$ cat config.mk
export PLATFORM = sky130hd
export DESIGN_NAME = tlb_refill_walker
export DESIGN_NICKNAME = d
export VERILOG_FILES = /design/src/rtl/walk_pkg.sv /design/src/rtl/walk_addr_gen.sv /design/src/rtl/walk_entry_dec.sv /design/src/rtl/walk_seq.sv /design/src/rtl/tlb_refill_walker.sv
export SDC_FILE = /design/constraint.sdc
export NUM_CORES = 1
export LEC_CHECK = 0
export ABC_AREA = 1
export BUFFER_PORTS_ARGS = -buffer_cell sky130_fd_sc_hd__buf_2
export CELL_PAD_IN_SITES_DETAIL_PLACEMENT = 2
export CELL_PAD_IN_SITES_GLOBAL_PLACEMENT = 2
export CORE_MARGIN = 2
export CORE_UTILIZATION = 25
export CTS_CLUSTER_SIZE = 40
export DETAILED_ROUTE_END_ITERATION = 16
export PLACE_DENSITY = 0.86
export SYNTH_ARGS = -nofsm -noshare
export SYNTH_HDL_FRONTEND = slang
export SYNTH_SLANG_ARGS = --single-unit
$ cat constraint.sdc
create_clock -name clk -period 1.95 [get_ports clk]
set_input_delay 0.0975 -clock clk [delete_from_list [all_inputs] [get_ports clk]]
set_output_delay 0.0975 -clock clk [all_outputs]
set_load 0.05 [all_outputs]
$ cat src/rtl/walk_pkg.sv
package walk_pkg;

   typedef enum logic [2:0] {
      W_IDLE    = 3'd0,
      W_RD_DIR  = 3'd1,
      W_WT_DIR  = 3'd2,
      W_RD_TBL  = 3'd3,
      W_WT_TBL  = 3'd4,
      W_INSERT  = 3'd5,
      W_FAULT   = 3'd6
   } walk_state_e;

   localparam logic [1:0] FLT_NONE = 2'b00;
   localparam logic [1:0] FLT_SEG  = 2'b01;
   localparam logic [1:0] FLT_PROT = 2'b10;

endpackage

$ cat src/rtl/walk_addr_gen.sv
module walk_addr_gen #(
   parameter int PA_W        = 16,
   parameter int OFF_W       = 6,
   parameter int PDI_W       = 4,
   parameter int PTI_W       = 4,
   parameter int ENTRY_BYTES = 4,
   localparam int PFN_W      = PA_W - OFF_W,
   localparam int VPN_W      = PDI_W + PTI_W
) (
   input  logic [PA_W-1:0]  dir_base,
   input  logic [VPN_W-1:0] vpn,
   input  logic [PFN_W-1:0] dir_pfn,
   input  logic             sel_tbl,
   output logic [PA_W-1:0]  addr
);
   localparam int ESH = $clog2(ENTRY_BYTES);

   logic [PDI_W-1:0] pdi;
   logic [PTI_W-1:0] pti;
   logic [PA_W-1:0]  dir_off;
   logic [PA_W-1:0]  tbl_off;
   logic [PA_W-1:0]  tbl_base;

   assign pdi = vpn[VPN_W-1 -: PDI_W];
   assign pti = vpn[PTI_W-1:0];

   if ((ENTRY_BYTES & (ENTRY_BYTES - 1)) == 0) begin : g_shift
      assign dir_off = PA_W'(pdi) << ESH;
      assign tbl_off = PA_W'(pti) << ESH;
   end else begin : g_mul
      assign dir_off = PA_W'(pdi) * PA_W'(ENTRY_BYTES);
      assign tbl_off = PA_W'(pti) * PA_W'(ENTRY_BYTES);
   end

   assign tbl_base = {dir_pfn, {OFF_W{1'b0}}};
   assign addr     = sel_tbl ? (tbl_base + tbl_off) : (dir_base + dir_off);

   if (((1 << PTI_W) * ENTRY_BYTES) > (1 << OFF_W)) begin : g_bad_tbl
      $error("walk_addr_gen: a page table does not fit in one page");
   end
   if (OFF_W >= PA_W) begin : g_bad_off
      $error("walk_addr_gen: page offset wider than physical address");
   end

endmodule

$ cat src/rtl/walk_entry_dec.sv
module walk_entry_dec #(
   parameter int DW      = 32,
   parameter int PROT_W  = 3,
   parameter int PFN_W   = 10,
   parameter int PFN_LSB = 8
) (
   input  logic [DW-1:0]     word,
   input  logic [PROT_W-1:0] need,
   output logic              ent_valid,
   output logic [PROT_W-1:0] ent_prot,
   output logic [PFN_W-1:0]  ent_pfn,
   output logic              ent_allow
);
   logic unused_rsvd;

   assign ent_valid   = word[0];
   assign ent_prot    = word[PROT_W:1];
   assign ent_pfn     = word[PFN_LSB +: PFN_W];
   assign ent_allow   = ((need & ~ent_prot) == '0);
   assign unused_rsvd = ^word;

   if (PFN_LSB + PFN_W > DW) begin : g_bad_pfn
      $error("walk_entry_dec: frame field exceeds entry word");
   end
   if (PROT_W + 1 > PFN_LSB) begin : g_bad_prot
      $error("walk_entry_dec: rights field overlaps frame field");
   end

endmodule

$ cat src/rtl/walk_seq.sv
module walk_seq
   import walk_pkg::*;
(
   input  logic        clk,
   input  logic        rst_n,
   input  logic        miss_valid,
   input  logic        rvalid,
   input  logic        ent_valid,
   input  logic        ent_allow,
   output walk_state_e st,
   output logic [1:0]  code
);
   walk_state_e nxt;
   logic [1:0]  code_nxt;

   always_comb begin
      nxt      = st;
      code_nxt = code;
      case (st)
         W_IDLE:   if (miss_valid) begin
                      nxt      = W_RD_DIR;
                      code_nxt = FLT_NONE;
                   end
         W_RD_DIR: nxt = W_WT_DIR;
         W_WT_DIR: if (rvalid) begin
                      if (ent_valid) nxt = W_RD_TBL;
                      else begin
                         nxt      = W_FAULT;
                         code_nxt = FLT_SEG;
                      end
                   end
         W_RD_TBL: nxt = W_WT_TBL;
         W_WT_TBL: if (rvalid) begin
                      if (!ent_valid) begin
                         nxt      = W_FAULT;
                         code_nxt = FLT_SEG;
                      end else if (!ent_allow) begin
                         nxt      = W_FAULT;
                         code_nxt = FLT_PROT;
                      end else nxt = W_INSERT;
                   end
         W_INSERT: nxt = W_IDLE;
         W_FAULT:  nxt = W_IDLE;
         default:  nxt = W_IDLE;
      endcase
   end

   always_ff @(posedge clk) begin
      if (!rst_n) begin
         st   <= W_IDLE;
         code <= FLT_NONE;
      end else begin
         st   <= nxt;
         code <= code_nxt;
      end
   end

   // a wait state without a response holds
   p_wait_hold_r10: assert property (@(posedge clk) disable iff (!rst_n)
      ((st == W_WT_DIR || st == W_WT_TBL) && !rvalid) |=> $stable(st));

   // an invalid directory response leads straight to a segmentation fault
   p_dir_fault_r4: assert property (@(posedge clk) disable iff (!rst_n)
      (st == W_WT_DIR && rvalid && !ent_valid) |=> (st == W_FAULT && code == FLT_SEG));

endmodule

$ cat src/rtl/tlb_refill_walker.sv
module tlb_refill_walker
   import walk_pkg::*;
#(
   parameter int PA_W        = 16,
   parameter int OFF_W       = 6,
   parameter int PDI_W       = 4,
   parameter int PTI_W       = 4,
   parameter int ENTRY_BYTES = 4,
   parameter int DW          = 32,
   parameter int PROT_W      = 3,
   parameter int PFN_LSB     = 8,
   localparam int PFN_W      = PA_W - OFF_W,
   localparam int VPN_W      = PDI_W + PTI_W
) (
   input  logic              clk,
   input  logic              rst_n,
   input  logic [PA_W-1:0]   dir_base,
   input  logic              miss_valid,
   input  logic [VPN_W-1:0]  miss_vpn,
   input  logic [PROT_W-1:0] miss_need,
   output logic              busy,
   output logic              mem_req,
   output logic [PA_W-1:0]   mem_addr,
   input  logic              mem_rvalid,
   input  logic [DW-1:0]     mem_rdata,
   output logic              tlb_ins,
   output logic [VPN_W-1:0]  tlb_vpn,
   output logic [PFN_W-1:0]  tlb_pfn,
   output logic [PROT_W-1:0] tlb_prot,
   output logic              retry,
   output logic              fault,
   output logic [1:0]        fault_code
);
   walk_state_e       st;
   logic [1:0]        code;
   logic              accept;
   logic [VPN_W-1:0]  vpn_q;
   logic [PROT_W-1:0] need_q;
   logic [PA_W-1:0]   base_q;
   logic [PFN_W-1:0]  dir_pfn_q;
   logic [PFN_W-1:0]  pfn_q;
   logic [PROT_W-1:0] prot_q;
   logic              retry_q;
   logic              ent_valid;
   logic              ent_allow;
   logic [PROT_W-1:0] ent_prot;
   logic [PFN_W-1:0]  ent_pfn;

   walk_seq u_seq (
      .clk        (clk),
      .rst_n      (rst_n),
      .miss_valid (miss_valid),
      .rvalid     (mem_rvalid),
      .ent_valid  (ent_valid),
      .ent_allow  (ent_allow),
      .st         (st),
      .code       (code)
   );

   walk_entry_dec #(
      .DW      (DW),
      .PROT_W  (PROT_W),
      .PFN_W   (PFN_W),
      .PFN_LSB (PFN_LSB)
   ) u_dec (
      .word      (mem_rdata),
      .need      (need_q),
      .ent_valid (ent_valid),
      .ent_prot  (ent_prot),
      .ent_pfn   (ent_pfn),
      .ent_allow (ent_allow)
   );

   walk_addr_gen #(
      .PA_W        (PA_W),
      .OFF_W       (OFF_W),
      .PDI_W       (PDI_W),
      .PTI_W       (PTI_W),
      .ENTRY_BYTES (ENTRY_BYTES)
   ) u_addr (
      .dir_base (base_q),
      .vpn      (vpn_q),
      .dir_pfn  (dir_pfn_q),
      .sel_tbl  (st == W_RD_TBL),
      .addr     (mem_addr)
   );

   assign accept = (st == W_IDLE) && miss_valid;

   always_ff @(posedge clk) begin
      if (!rst_n) begin
         vpn_q     <= '0;
         need_q    <= '0;
         base_q    <= '0;
         dir_pfn_q <= '0;
         pfn_q     <= '0;
         prot_q    <= '0;
         retry_q   <= 1'b0;
      end else begin
         retry_q <= (st == W_INSERT);
         if (accept) begin
            vpn_q  <= miss_vpn;
            need_q <= miss_need;
            base_q <= dir_base;
         end
         if (st == W_WT_DIR && mem_rvalid) dir_pfn_q <= ent_pfn;
         if (st == W_WT_TBL && mem_rvalid) begin
            pfn_q  <= ent_pfn;
            prot_q <= ent_prot;
         end
      end
   end

   assign busy       = (st != W_IDLE);
   assign mem_req    = (st == W_RD_DIR) || (st == W_RD_TBL);
   assign tlb_ins    = (st == W_INSERT);
   assign tlb_vpn    = vpn_q;
   assign tlb_pfn    = pfn_q;
   assign tlb_prot   = prot_q;
   assign retry      = retry_q;
   assign fault      = (st == W_FAULT);
   assign fault_code = fault ? code : FLT_NONE;

   // requests only issue inside a walk
   p_req_busy_r10: assert property (@(posedge clk) disable iff (!rst_n)
      mem_req |-> busy);

   // insert and fault are exclusive
   p_one_outcome_r8: assert property (@(posedge clk) disable iff (!rst_n)
      !(tlb_ins && fault));

   // retry follows the insert, and the walker is free by then
   p_retry_after_ins_r8: assert property (@(posedge clk) disable iff (!rst_n)
      tlb_ins |=> (retry && !busy && !tlb_ins));

   // taking a miss raises busy and issues the directory request
   p_accept_r9: assert property (@(posedge clk) disable iff (!rst_n)
      (!busy && miss_valid) |=> (busy && mem_req));

   // a reported fault always carries a defined code
   p_fault_code_r6: assert property (@(posedge clk) disable iff (!rst_n)
      fault |-> (fault_code == FLT_SEG || fault_code == FLT_PROT));

   // a rights-denied table entry never produces an insert
   p_prot_no_ins_r7: assert property (@(posedge clk) disable iff (!rst_n)
      (st == W_WT_TBL && mem_rvalid && ent_valid && !ent_allow) |=> (!tlb_ins && fault_code == FLT_PROT));

   // no request follows a reported fault
   p_no_req_after_fault_r4: assert property (@(posedge clk) disable iff (!rst_n)
      fault |=> !mem_req);

endmodule

==> results.toml, run 1 <==
[synth]
syn_avg_cell_area_um2 = 6.88
synth-main-ff-cell = "dfxtp_1"
synth_nets = 472
synth_top_area_share_pct = 40.3
synth_seq_cells = 56
synth_area_leader_cell = "dfxtp_1"
synth_edf_count = 0
synthTopCellsByArea = "dfxtp_1 40%, nand2_1 9.6%, o21ai_0 8.6%, a21oi_1 7.9%, nand3_1 7.0%"
syn_area_mm2 = 0.00278
ys_warn_count = 0
synth-seq-area-share_pct = 40.3
async_reset_ff_share_pct = 0
ys_types = 32
synth_cells = 404

[flow_run]
max_cap_violations = 0

[power]
pwr-share-clk_pct = 16.7
combPwrFrac_pct = 52.4
p_sw_mw = 2.60
pwr-share-seq_pct = 30.9
powerDensity_mw_per_mm2 = 1350
p_sw_share_pct = 47.7
power.leakage_nw = 1.75
peakVddDrop_v = 0.000589
internal_power_mw = 2.84

[timing]
fin_skew_ps = 7.01
rsz0062_at_grt = "yes"
finalSetupTns_ps = -527
worst_pin_slew_ps = 577
hold_violations = 0
maxSlewHeadroom_pct = 61.3
layout_min_cycle_time_ps = 2090
setup_viol = 8
fin_crit_sh_pct = 107
max_freq_mhz = 478
maxSlewViolCount = 0
setup_ws_ps = -143

[grt]
overflow = 0
antenna_found_initial = 1
grt_pass1_wl_mm = 17.0
grt_start_max_net_pins = 31
grt_pass1_vias = 3384
grtUsageTotal_pct = 18.2

[finish]
final_cell_mix = "74 x buf_2, 50 x nand2_1, 44 x dfxtp_1, 43 x inv_1, 42 x a21oi_1"
drive_gt1_share_pct = 39.7
area_growth_pct = 44.9
final-instance-count-excl-fill = 640
fillers = 1263
layout_commonest_cell = "buf_2"
nets = 567

[setup_path]
crit_required_ps = 1850
reg2reg_depth = 6
cpPeakStageDelay_ps = 370
cp.arrival_ps = 2000
cpMostUsedCell = "nand3_2"
critPathLaunchType = "register"
critPathKind = "register to primary output"
path_cells = "ha_4 -> fa_2 -> nand3_2 -> nand2_4 -> nand3_4 -> o21ai_1 -> nand3_2 -> nand2_2 -> buf_8"
r2r_slack_ps = 410
endpoint_kind = "primary output"
crit_slowest_cell = "dfxtp_2"
cp_max_fo = 4

[die]
die_x_um = 109
std_cell_rows = 38
die_h_um = 109
core_mm2 = 0.0108
design.die.area_mm2 = 0.0120
start_util_pct = 25.6
top_level_ports = 107

[routing]
routed_wl_mm = 11.6
antenna_left = 0
wire_per_inst_um = 18.1
via_per_inst = 4.82
drt_first_pass_iters = 4
drc_errors = 0
initialDrtViolationCount = 83
via_count = 3082

[cts]
cts_buffers = 5
clk_pin_slew_ps = 110
cts_hold_buf = 0
cts_tree = "built"
insertion_delay_ps = 310
htree_levels = 2
clock_path_buffers = 2
cts.sinks = 56
cts-root-buf = "clkbuf_8"

[status]
violations = "negative setup slack"
status = "finished, violations left"

[placed_design]
place_congestion = 0.875
io_buffers = 88
placedCellCount = 625
dp_hpwl_mm = 7.84

[worst_hold_path]
whs_path_depth = 3
hp-class = "input pin to register"
==> per-layer routing <==
| layer | vias up | global-route usage [%] | part of all wire [%] | wire length (µm) |
|---|---|---|---|---|
| met1 | 1496 | 21.1 | 42 | 4870 |
| met4 | 0 | 3.62 | 1.9 | 219 |
| met5 | - | 0 | 0 | 0 |
| met3 | 17 | 2.55 | 3.4 | 394 |
| met2 | 68 | 35.3 | 53 | 6080 |
| li1 | 1501 | - | - | - |
==> timing repair <==
action,4_1_cts,5_1_grt
endpoints found under the hold margin,0,0
setup buffers,3,4
gates cloned,0,0
gates resized for setup,65,48
setup endpoints to repair,12,15
pin swaps,18,21
==> registers in the layout, indices dropped and copies added (netlist names) <==
name	flops
base_q	16
dir_pfn_q	10
need_q	3
retry	1
tlb_pfn	10
tlb_prot	3
tlb_vpn	8
u_seq.code	2
u_seq.st	3
==> cell families (layout without fill, tap and decap cells) <==
| group | count (synthesis) | count (layout) | synth area share (%) |
|---|---|---|---|
| flops | 56 | 56 | 40.3 |
| buf+inv | 68 | 163 | 10.4 |
| fa+ha+maj | 5 | 5 | 2.52 |
| compound gates | 96 | 96 | 17.4 |
| simple gates | 175 | 175 | 28.1 |
| xor+xnor | 4 | 4 | 1.26 |
| other cells | 0 | 1 | 0 |
==> area by class of cell <==
cell class | count | area (µm²) | area share (%)
multi-input cells | 280 | 1710 | 42.3
flip-flops and latches | 56 | 1140 | 28.3
repair buffers | 106 | 686 | 17.0
inverters | 50 | 190 | 4.72
well taps | 140 | 175 | 4.35
clock buffers | 5 | 68.8 | 1.71
clock inverters | 2 | 60.1 | 1.49
diodes | 1 | 2.50 | 0.0621
==> synthesized netlist by cell type, types with 3 or more instances <==
library cell / count
nand2_1: 71
dfxtp_1: 56
o21ai_0: 48
nor2_1: 46
a21oi_1: 44
inv_1: 44
nand3_1: 39
clkbuf_1: 8
nand4_1: 6
buf_2: 4
ha_1: 4
inv_2: 4
buf_6: 3
==> stage by stage <==
step                instance area, µm²  total power [mW]  utilization [%]  setup WS (ps)  hold WS (ps)
floorplan                         2840              3.42                -          -24.4           254
global placement                  3440              3.97             31.7           30.7           374
detailed placement                3440              4.09             31.7          -78.6           374
CTS                               3840              5.26             35.4           -125          34.2
global route                      4030              5.77             37.2           -240          41.0
finish                            4030              5.44             37.2           -143          41.2
==> power groups by stage <==
stage          combinational (mW)  clock, mW  sequential [mW]
2_1_floorplan                1.61          0             1.81
5_1_grt                      3.08      0.973             1.71
4_1_cts                      2.68      0.935             1.64
3_5_place_dp                 2.45          0             1.64
3_3_place_gp                 2.35          0             1.62
6_report                     2.85      0.910             1.68
==> worst max-delay path: cells and delay by family (launching register included) <==
family	cells	cell delay [ps]
AND/OR/NAND/NOR	5	560
adder cells (fa/ha/maj)	2	400
flip-flops	1	370
AO/OA/AOI/OAI	1	200
buffers and inverters	1	150
==> worst paths after layout <==
kind	from	to
setup reg to reg	u_seq.st[1]$_SDFFE_PN0P_	dir_pfn_q[8]$_SDFFE_PN0P_
hold / removal	dir_base[5]	base_q[5]$_SDFFE_PN0P_
hold reg to reg	tlb_pfn[8]$_SDFFE_PN0P_	tlb_pfn[8]$_SDFFE_PN0P_
setup / recovery	tlb_vpn[4]$_SDFFE_PN0P_	mem_addr[12]
Note: power is estimated with default switching activity, not from simulation.
==> inputs of run 2 (changes only) <==
Settings changed: CORE_MARGIN 2 to not set.
==> run 2 against run 1 <==
  * The run still ends with negative setup slack left
  * Non-clock buffer count up 3
  * Hold slack worse by 19 ps
  * Clock skew up 2.3 ps
  * Die area down 3.6%
  * First-iteration DRC count up 14%
  * Core utilization down 0.80 points
  * Setup slack worse by 26 ps
==> results.toml, run 2 (synthesis gave the netlist of run 1 again) <==
[setup_path]
reg2reg_depth = 7
crit_required_ps = 1850
critPathKind = "register to primary output"
endpoint_kind = "primary output"
cp_max_fo = 7
r2r_slack_ps = 220
r2r-end = "base_q[2]$_SDFFE_PN0P_"
cp.arrival_ps = 2020
rr_startpoint = "u_seq.st[1]$_SDFFE_PN0P_"
critPathLaunchType = "register"

[worst_hold_path]
whs_path_depth = 3
min_from = "dir_base[5]"
holdPathEnd = "base_q[5]$_SDFFE_PN0P_"
hp-class = "input pin to register"

[finish]
seqCellArea_mm2 = 0.00115
antenna_cells = 0
largest_reg_flops = 16
nets = 570
drive_gt1_share_pct = 36.8
fillers = 1283
largest_register = "base_q"
final-instance-count-excl-fill = 643
final_cell_mix = "75 x buf_2, 56 x nand2_1, 46 x dfxtp_1, 44 x inv_1, 44 x a21oi_1"
area_growth_pct = 41.8
layout_commonest_cell = "buf_2"
multi_input_area_mm2 = 0.00163

[cts]
clock_path_buffers = 2
cts_hold_buf = 0
cts_tree = "built"
htree_levels = 2
cts-root-buf = "clkbuf_8"
cts.sinks = 56
cts_buffers = 5
clk_pin_slew_ps = 110
insertion_delay_ps = 330

[placed_design]
io_buffers = 88
place_congestion = 0.826
placedCellCount = 626
dp_hpwl_mm = 7.42

[routing]
antenna_left = 0
drt_first_pass_iters = 4
drc_errors = 0
routed_wl_mm = 10.9
via_count = 3068
initialDrtViolationCount = 95
wire_per_inst_um = 17.0
via_per_inst = 4.77

[grt]
grt_pass1_wl_mm = 17.2
grtUsageTotal_pct = 19.2
antenna_found_initial = 0
grt_start_max_net_pins = 38
overflow = 0
grt_pass1_vias = 3420

[timing]
worst_pin_slew_ps = 570
maxSlewHeadroom_pct = 61.8
rsz0062_at_grt = "yes"
maxSlewViolCount = 0
layout_min_cycle_time_ps = 2120
setup_viol = 9
fin_skew_ps = 9.32
fin_crit_sh_pct = 109
whs_ps = 22.5
hold_violations = 0
max_freq_mhz = 472
setup_ws_ps = -169

[die]
die_h_um = 107
start_util_pct = 25.6
design.die.area_mm2 = 0.0115
top_level_ports = 107
core_mm2 = 0.0108
std_cell_rows = 38
die_x_um = 107

[status]
status = "finished, violations left"
violations = "negative setup slack"

[power]
pwr-share-clk_pct = 13.7
p_sw_mw = 2.59
peakVddDrop_v = 0.000478
combPwrFrac_pct = 54.5
power.leakage_nw = 1.72
p_sw_share_pct = 49.9
powerDensity_mw_per_mm2 = 1320
internal_power_mw = 2.60
pwr-share-seq_pct = 31.7

[flow_run]
max_cap_violations = 0
run 2: cell types whose count changed in the layout (fill, tap and decap cells not counted), sizes merged:
cell / change
diode: -1
clkbuf: -1
clkinv: +1
buf: +4
bufinv: -2
inv: +2
run 2: what timing repair did:
| item | in CTS | in global routing |
|---|---|---|
| pin swaps | 17 | 17 |
| setup buffers | 8 | 1 |
| setup endpoints to repair | 14 | 14 |
| gates resized for setup | 59 | 31 |
| gates cloned | 0 | 0 |
run 2: layer usage:
| metal | track usage [%] | part of all wire [%] |
|---|---|---|
| met5 | 0 | 0 |
| met2 | 36.5 | 54 |
| met3 | 3.21 | 2.9 |
| met4 | 6.46 | 1.6 |
| met1 | 21.5 | 42 |
run 2: worst max-delay path: stages (launching register included):
cell and delay [ps]:
dfxtp_4 370, ha_4 250, or2_4 240, nand3b_1 140
nand2_4 120, a21oi_1 190, o21ai_1 110, nand2_1 110
buf_6 160
run 2: area by class of cell:
type / count / area share [%]
multi-input combinational: 280 / 41.4
inverter: 50 / 4.82
sequential: 56 / 29.1
clock buffer: 5 / 1.75
clock inverter: 3 / 0.666
timing repair buffer: 109 / 17.8
tap: 140 / 4.44
run 2: worst max path at each step:
stage / startpoint / to
floorplan: tlb_vpn[4]$_SDFFE_PN0P_ / mem_addr[10]
global placement: tlb_vpn[4]$_SDFFE_PN0P_ / mem_addr[8]
detailed placement: base_q[2]$_SDFFE_PN0P_ / mem_addr[8]
CTS: base_q[2]$_SDFFE_PN0P_ / mem_addr[12]
global route: base_q[4]$_SDFFE_PN0P_ / mem_addr[7]
finish: base_q[4]$_SDFFE_PN0P_ / mem_addr[7]
run 2: power by group through the flow:
stage | Clock, mW | Combinational (mW) | Sequential [mW]
2_1_floorplan | 0 | 1.61 | 1.81
3_3_place_gp | 0 | 2.37 | 1.61
3_5_place_dp | 0 | 2.46 | 1.62
4_1_cts | 0.745 | 2.74 | 1.63
5_1_grt | 0.782 | 3.05 | 1.68
6_report | 0.714 | 2.83 | 1.65
run 2: through the flow:
step	setup WS (ps)	power, mW	cell area (µm²)	utilization (%)	TNS (ps)
final	-169	5.19	3940	36.4	-901
after global routing	-273	5.51	3940	36.4	-1840
after CTS	-119	5.11	3820	35.2	-649
after detailed placement	-16.4	4.08	3450	31.8	-16.4
after global placement	35.9	3.97	3450	31.8	0
after floorplan	-24.4	3.42	2840	-	-24.4
